--- config.mk ---
export PLATFORM = sky130hd
export DESIGN_NAME = slot_traffic_gen
export DESIGN_NICKNAME = d
export VERILOG_FILES = /design/src/rtl/slot_traffic_gen.sv
export SDC_FILE = /design/constraint.sdc
export NUM_CORES = 1
export LEC_CHECK = 0
export ABC_CLOCK_PERIOD_IN_PS = 4900
export CAP_MARGIN = 20
export CORE_MARGIN = 5
export CORE_UTILIZATION = 42
export DETAILED_ROUTE_END_ITERATION = 7
export PLACE_DENSITY_LB_ADDON = 0.12
export SLEW_MARGIN = 20
export SYNTH_ARGS = -nofsm -noshare
export SYNTH_HDL_FRONTEND = slang
export SYNTH_SLANG_ARGS = --single-unit
--- constraint.sdc ---
create_clock -name clk -period 4.9 [get_ports clk]
set_clock_uncertainty 0.15 [all_clocks]
set_input_delay 0.98 -clock clk [delete_from_list [all_inputs] [get_ports clk]]
set_output_delay 0.98 -clock clk [all_outputs]
set_load 0.02 [all_outputs]
--- src/rtl/slot_traffic_gen.sv ---
module slot_traffic_gen #(
  parameter int N_PORTS = 4,
  parameter int PROB_W = 16,
  parameter int CNT_W = 32,
  parameter int LFSR_W = 32,
  parameter int TRIES = 2,
  parameter logic [LFSR_W-1:0] TAPS = 32'h8020_0003,
  parameter logic [LFSR_W-1:0] SEED = 32'h5A17_C3E9,
  localparam int DW = (N_PORTS > 1) ? $clog2(N_PORTS) : 1
) (
  input  logic                       clk,
  input  logic                       rst_n,
  input  logic [PROB_W-1:0]          prob_i,
  input  logic                       saturate_i,
  input  logic                       start_i,
  input  logic                       stop_i,
  output logic [N_PORTS-1:0]         cell_valid_o,
  output logic [N_PORTS*DW-1:0]      cell_dest_o,
  input  logic [N_PORTS-1:0]         cell_ready_i,
  input  logic [N_PORTS-1:0]         dlv_valid_i,
  output logic                       meter_on_o,
  output logic [CNT_W-1:0]           slot_cnt_o,
  output logic [N_PORTS*CNT_W-1:0]   dlv_cnt_o
);

  localparam logic [DW:0] NPV = (DW+1)'(N_PORTS);
  localparam bit POW2 = ((1 << DW) == N_PORTS);

  function automatic logic [LFSR_W-1:0] rng_step(input logic [LFSR_W-1:0] s);
    logic [LFSR_W-1:0] r;
    r = s;
    for (int k = 0; k < LFSR_W; k++)
      r = r[0] ? ((r >> 1) ^ TAPS) : (r >> 1);
    return r;
  endfunction

  for (genvar i = 0; i < N_PORTS; i++) begin : g_in
    localparam logic [LFSR_W-1:0] SEED_I = (SEED << 16) | LFSR_W'(i + 1);
    logic [LFSR_W-1:0] rng_q;
    logic head_v, dst_ok, arrive, dep, load, pick_ok;
    logic [DW-1:0] head_d, dst_q, pick;

    always_comb begin
      pick = '0;
      pick_ok = 1'b0;
      for (int k = TRIES - 1; k >= 0; k--)
        if ({1'b0, rng_q[PROB_W + k*DW +: DW]} < NPV) begin
          pick = rng_q[PROB_W + k*DW +: DW];
          pick_ok = 1'b1;
        end
    end

    assign arrive = rng_q[PROB_W-1:0] < prob_i;
    assign dep    = head_v & cell_ready_i[i];
    assign load   = (~head_v | dep) & dst_ok & (saturate_i | arrive);

    always_ff @(posedge clk or negedge rst_n) begin
      if (!rst_n) begin
        rng_q  <= SEED_I;
        head_v <= 1'b0;
        head_d <= '0;
        dst_q  <= '0;
        dst_ok <= 1'b0;
      end else begin
        rng_q <= rng_step(rng_q);
        if (load) begin
          head_v <= 1'b1;
          head_d <= dst_q;
        end else if (dep) begin
          head_v <= 1'b0;
        end
        if (!dst_ok || load) begin
          dst_q  <= pick;
          dst_ok <= pick_ok;
        end
      end
    end

    assign cell_valid_o[i] = head_v;
    assign cell_dest_o[i*DW +: DW] = head_d;

    p_hold_r5: assert property (@(posedge clk) disable iff (!rst_n)
      (cell_valid_o[i] && !cell_ready_i[i]) |=>
        (cell_valid_o[i] && $stable(cell_dest_o[i*DW +: DW])));

    p_dest_range_r4: assert property (@(posedge clk) disable iff (!rst_n)
      cell_valid_o[i] |-> ({1'b0, cell_dest_o[i*DW +: DW]} < NPV));

    p_idle_r2: assert property (@(posedge clk) disable iff (!rst_n)
      (!saturate_i && prob_i == '0 && !cell_valid_o[i]) |=> !cell_valid_o[i]);

    if (POW2) begin : g_sat
      p_backlog_r6: assert property (@(posedge clk) disable iff (!rst_n)
        (saturate_i && cell_valid_o[i]) |=> cell_valid_o[i]);
    end
  end

  logic run_q;
  logic [CNT_W-1:0] slot_q;

  always_ff @(posedge clk or negedge rst_n) begin
    if (!rst_n) begin
      run_q  <= 1'b0;
      slot_q <= '0;
    end else if (start_i) begin
      run_q  <= 1'b1;
      slot_q <= '0;
    end else if (stop_i) begin
      run_q  <= 1'b0;
    end else if (run_q) begin
      slot_q <= slot_q + 1'b1;
    end
  end

  assign meter_on_o = run_q;
  assign slot_cnt_o = slot_q;

  for (genvar j = 0; j < N_PORTS; j++) begin : g_out
    logic [CNT_W-1:0] dcnt_q;
    always_ff @(posedge clk or negedge rst_n) begin
      if (!rst_n)
        dcnt_q <= '0;
      else if (start_i)
        dcnt_q <= '0;
      else if (run_q && !stop_i && dlv_valid_i[j])
        dcnt_q <= dcnt_q + 1'b1;
    end
    assign dlv_cnt_o[j*CNT_W +: CNT_W] = dcnt_q;

    p_freeze_r9: assert property (@(posedge clk) disable iff (!rst_n)
      (!meter_on_o && !start_i) |=> $stable(dlv_cnt_o[j*CNT_W +: CNT_W]));
  end

  p_start_r7: assert property (@(posedge clk) disable iff (!rst_n)
    start_i |=> (meter_on_o && slot_cnt_o == '0));

  p_slot_freeze_r9: assert property (@(posedge clk) disable iff (!rst_n)
    (!meter_on_o && !start_i) |=> $stable(slot_cnt_o));

  p_slot_step_r8: assert property (@(posedge clk) disable iff (!rst_n)
    (meter_on_o && !start_i && !stop_i) |=> (slot_cnt_o != '0));

endmodule

### Word level (Yosys, flattened, before mapping)

Cells that the tools add are included.

* input bits: 29
* register bits: 313

* multiplexer cells: 149
* equality and inequality tests: 1
* reductions and logical operators: 25
* $lt $le $gt $ge: 4
* add/subtract/negate cells: 5
* bitwise operators: 152

Operators by type and width (count)
* two-way mux 32 bit: 139
* inverter 3 -> 4 bit: 128
* adder 32 x 1 -> 32 bit (second input constant): 5
* < comparator 16 bit: 4
* nonzero test 2 bit: 10
* bitwise AND 1 bit: 12
* two-way mux 1 bit: 10
* bitwise OR 1 bit: 8
* logical AND 1 bit: 5
* logical NOT 1 bit: 5
* logical OR 1 bit: 4
* inverter 1 bit: 4
* != test 2 bit (second input constant): 1
* AND reduction 2 bit: 1

### Logic depth before layout (Yosys ltp)

* word-level depth: 64
* gate-level depth with buffers: 12
* mapped depth without buffers: 12

### Least setup slack after synthesis

No wires, ideal clock.

* kind: reg2reg
* start: register g_in[2].rng_q[0]
* end: register g_in[2].rng_q[21]
* arrival: 3.596 ns
* slack: 1.079 ns
* period minus slack after synthesis: 3.821 ns
* cell stages (with the launch flop): 13
* cells stage by stage: dfstp_2 > buf_2 > xor3_2 > xor2_4 > xnor2_4 > xnor2_4 > xnor2_4 > xnor2_2 > xnor3_2 > xnor2_4 > xnor2_2 > xor2_1 > xnor2_1

* longest elaborated chain between the ends: 47

RTL lines
* start, declared: line 39 `logic [LFSR_W-1:0] rng_q;`
* start signal, assigned: line 65 `rng_q <= rng_step(rng_q);`
* two-way mux 32 bit (*): line 33 `r = r[0] ? ((r >> 1) ^ TAPS) : (r >> 1);`
* inverter 3 -> 4 bit (no source line) / two-way mux 32 bit (equally long branches)
* two-way mux 32 bit (*) (2 in series): line 33
* inverter 3 -> 4 bit (no source line) / two-way mux 32 bit (equally long branches)
* two-way mux 32 bit (*) (2 in series): line 33
* inverter 3 -> 4 bit (no source line) / two-way mux 32 bit (equally long branches)
* two-way mux 32 bit (*) (2 in series): line 33
* inverter 3 -> 4 bit (no source line) / two-way mux 32 bit (equally long branches)
* [23 not listed]
* inverter 3 -> 4 bit (no source line) / two-way mux 32 bit (equally long branches)
* two-way mux 32 bit (*) (2 in series): line 33
* inverter 3 -> 4 bit (no source line) / two-way mux 32 bit (equally long branches)
* two-way mux 32 bit (*) (2 in series): line 33
* inverter 3 -> 4 bit (no source line) / two-way mux 32 bit (equally long branches)
* two-way mux 32 bit (*) (3 in series): line 33
* inverter 3 -> 4 bit (no source line) / two-way mux 32 bit (equally long branches)
* two-way mux 32 bit (*) (2 in series): line 33

Mark *: on every way between the ends. The rest lies on a longest branch, timed or not.
A chain may end at the register's enable or synchronous reset.

### Worst setup path after layout

* start: register g_in[3].rng_q[2]
* end: register g_in[3].rng_q[1]

* longest elaborated chain between the ends: 48

RTL lines (line)
* start, declared: 39
* start signal, assigned: 65
* inverter 3 -> 4 bit (no source line)
* two-way mux 32 bit (*): 33
* inverter 3 -> 4 bit (no source line)
* two-way mux 32 bit (*) (3 in series): 33
* inverter 3 -> 4 bit (no source line) / two-way mux 32 bit (equally long branches)
* two-way mux 32 bit (*) (2 in series): 33
* inverter 3 -> 4 bit (no source line) / two-way mux 32 bit (equally long branches)
* two-way mux 32 bit (*) (2 in series): 33
* [24 not listed]
* inverter 3 -> 4 bit (no source line) / two-way mux 32 bit (equally long branches)
* two-way mux 32 bit (*) (2 in series): 33
* inverter 3 -> 4 bit (no source line) / two-way mux 32 bit (equally long branches)
* two-way mux 32 bit (*) (2 in series): 33
* inverter 3 -> 4 bit (no source line) / two-way mux 32 bit (equally long branches)
* two-way mux 32 bit (*) (2 in series): 33
* inverter 3 -> 4 bit (no source line) / two-way mux 32 bit (equally long branches)
* two-way mux 32 bit (*) (2 in series): 33

Marked as above.

==> flow_summary.ini <==
[outcome]
status = finished clean

[synthesis]
yosys_warnings = 0
ys_types = 41
synth_area_per_cell_sq_um = 11.05
ys_seq_area_share_pct = 45.79
syn_area_sq_um = 17220
synth_seq_cells = 313
syn_inst = 1558

[finish]
multi_input_area_sq_um = 9049
fin_cells = 2344
nFillCells = 3690
layout.nets = 1875
final_util_pct = 51.98
drive_gt1_share_pct = 9.437
antenna_cells = 0
seq_area_sq_um = 7884
synthToLayoutAreaGrowth_pct = 22.99

[floorplanning]
initial_core_util_pct = 42.27
dieArea_sq_um = 45150
fp.coreArea_sq_um = 40740
num_io_pins = 202
die_h_um = 212.5
row_count = 74
fp.dieW_um = 212.5

[clock_network]
clkLatencyLatePin_ps = 550
cts_tree = built
cts_buffer_depth = 3
clkTransAtPathRegs_ps = 60
cts_made_buffers = 39
htreeDepth = 2
post_cts_buffers = 0
cts.sinks = 313
root_buffer = clkbuf_16
postCtsHoldBufs = 0
cts-resized-gates = 0

[sta]
worst_slew_pin_slew_ps = 855.0
period_minus_slack_ps = 4121
setup-tns-final_ps = 0
slew_headroom_pct = 43.00
rsz0062_at_grt = no
finalCritPeriodShare_pct = 84.10
slew_violations = 0
hold_viol_final = 0
setup_viol = 0
clock.fmax_ghz = 0.2427

[flow_run]
cap_viol_max_count = 0

[grt]
antenna_found_initial = 0
gr-total-overflow = 0
grt_pass1_vias = 12260
track_usage_pct = 18.49
grt_pass1_wl_um = 67100
grt_max_degree = 107

[routing]
avgRoutedWirePerCell_um = 17.56
ant_nets = 0
drc = 0
drt-initial-drc-count = 454
drt-total-wl_um = 41150
first_pass_iters = 5
vias = 11390
viasPerCell = 4.861

[power_and_ir_drop]
leakagePower_nw = 9.685
pwr-share-clk_pct = 50.8
powerDensity_nw_per_um2 = 270.1
p_seq_share_pct = 45.6
power.internal_w = 0.004433
peakVddDrop_mv = 0.2020
combPwrFrac_pct = 3.6
switchingPower_w = 0.001287
sw_frac_of_total_pct = 22.50

[worst_setup_path]
crit_chain = xnor3_1, xor2_2, xnor2_4, xnor2_4, xor3_2, xnor2_4, xnor2_4, xnor2_4, xnor2_2, xnor2_2, xor2_1
arrival_ps = 4380
crit_type = reg -> reg
critPathLaunchType = register
cp_max_fo = 6
end_kind = register
required_ps = 5160
crit_path_frequent_cell = xnor2_4
cpPeakStageDelay_ps = 590
cpMaxStageDelayCell = dfstp_2

[placed_design]
place_congestion = 0.7946
dp_hpwl_um = 29610
portBuffers = 201
dp.cells = 2272

[worst_hold_path]
hold_class = in -> async
critical path: cells and delay by family, from the launching register on:
kind	cells	cell delay (ps)
flops	1	590
xor+xnor	11	3250
metal layers:
layer	vias to the layer above	track usage, %	wire, um
met5	-	0	0
met4	0	4.679	786
met2	205	28.62	18480
met1	5571	25.25	18900
li1	5556	-	-
met3	62	6.124	2986
Yosys cell counts:
master     number  area [sq um]
nor2_1        148         555.5
buf_4           4         30.03
xnor2_4        11         302.8
buf_2           3         15.01
dfrtp_1       272          6807
conb_1          1         3.750
nand4_1        22         137.6
xor2_2          3         48.80
nor3_1          3         15.01
nand2b_1        9         56.30
ha_1           65         813.3
nor4_1          1         6.260
nand2_1        77         289.0
and3_1         38         237.7
or2_2           4         25.02
and4_1         12         105.1
xnor2_1       274          2400
o2111ai_1       2         17.52
xor2_4          1         27.53
clkbuf_2        1         5.000
o21a_1          3         22.52
xnor3_1         5         112.6
dfstp_2        41          1077
nor2b_1        14         87.58
o21ai_0        33         165.2
nand3_1        61         305.3
xnor3_2         3         71.32
clkbuf_1       29         108.9
and2_1          7         43.79
inv_1          37         138.9
mux2i_1         2         20.02
xor3_2          2         50.05
a31oi_1         5         31.28
mux2_2         14         157.7
a21o_1         38         285.3
xor3_1          1         23.77
xnor2_2        16         260.3
or3_1          24         150.1
a211oi_1        9         67.56
a21oi_1        43         215.2
xor2_1        220          1927
cell families (layout without fill, tap and decap cells):
logic type	count (synthesis)	count (layout)	synth area share, %
xor+xnor	536	536	30.34
simple gates	420	420	11.70
flops	313	313	45.79
compound gates	133	133	4.672
buf+inv	74	325	1.729
fa+ha+maj	65	65	4.723
mux	16	16	1.032
other cells	1	4	0.02178
layout by cell type (no fill, tap or decap), drive strengths merged, types with 24 or more instances in the layout:
master / count
ha: 65
xnor2: 301
or3: 24
clkbuf: 63
clkdlybuf4s50: 199
xor2: 224
dfstp: 41
o21ai: 33
a21oi: 43
inv: 38
nor2: 148
dfrtp: 272
nand2: 77
nand3: 61
a21o: 38
and3: 38
sequential cells by signal, indices dropped and copies added (netlist names):
name and cells:
slot_cnt_o 32, g_in.head_d 8, g_in.dst_ok 4, g_in.dst_q 8
g_out.dcnt_q 128, g_in.head_v 4, g_in.rng_q 128, meter_on_o 1
power by group through the flow:
| stage | sequential (W) | combinational, W | clock (W) |
|---|---|---|---|
| 3_5_place_dp | 0.00265 | 0.000214 | 0 |
| 4_1_cts | 0.00261 | 0.000215 | 0.00300 |
| 2_1_floorplan | 0.00266 | 0.0000801 | 0 |
| 5_1_grt | 0.00261 | 0.000235 | 0.00310 |
| 3_3_place_gp | 0.00265 | 0.000211 | 0 |
| 6_report | 0.00261 | 0.000207 | 0.00291 |
final timing paths:
path,startpoint,endpoint,slack (ps),cells after the start
setup / recovery,g_in[3].rng_q[2],g_in[3].rng_q[1],780,11
hold / removal,rst_n,g_in[1].rng_q[26],320,1
setup reg to reg,g_in[3].rng_q[2],g_in[3].rng_q[1],780,11
hold reg to reg,g_in[3].head_d[1],g_in[3].head_d[1],360,1
max in group asynchronous,rst_n,g_in[3].rng_q[22],3180,2
min in group clk,g_in[3].head_d[1],g_in[3].head_d[1],360,1
layout make-up:
cell class                      instances  share of cell area [%]
Sequential cell                       313                   37.23
Timing Repair Buffer                  216                   10.10
Multi-Input combinational cell       1174                   42.73
Inverter                               37                  0.6558
Tap cell                              532                   3.143
Clock inverter                          9                  0.5376
Clock buffer                           63                   5.607
stage by stage:
step                hold WS [ps]  cell area [sq um]  total power, W  setup slack (ps)
finish                     324.4              21180        0.005720             779.2
global route               389.7              21180        0.005947             562.2
CTS                        360.7              21180        0.005822             733.9
detailed placement         347.2              19880        0.002866             666.2
global placement           345.8              19880        0.002863             695.4
floorplan                  325.0              17230        0.002737              1079
No activity file was read; power rests on OpenSTA's default activity.
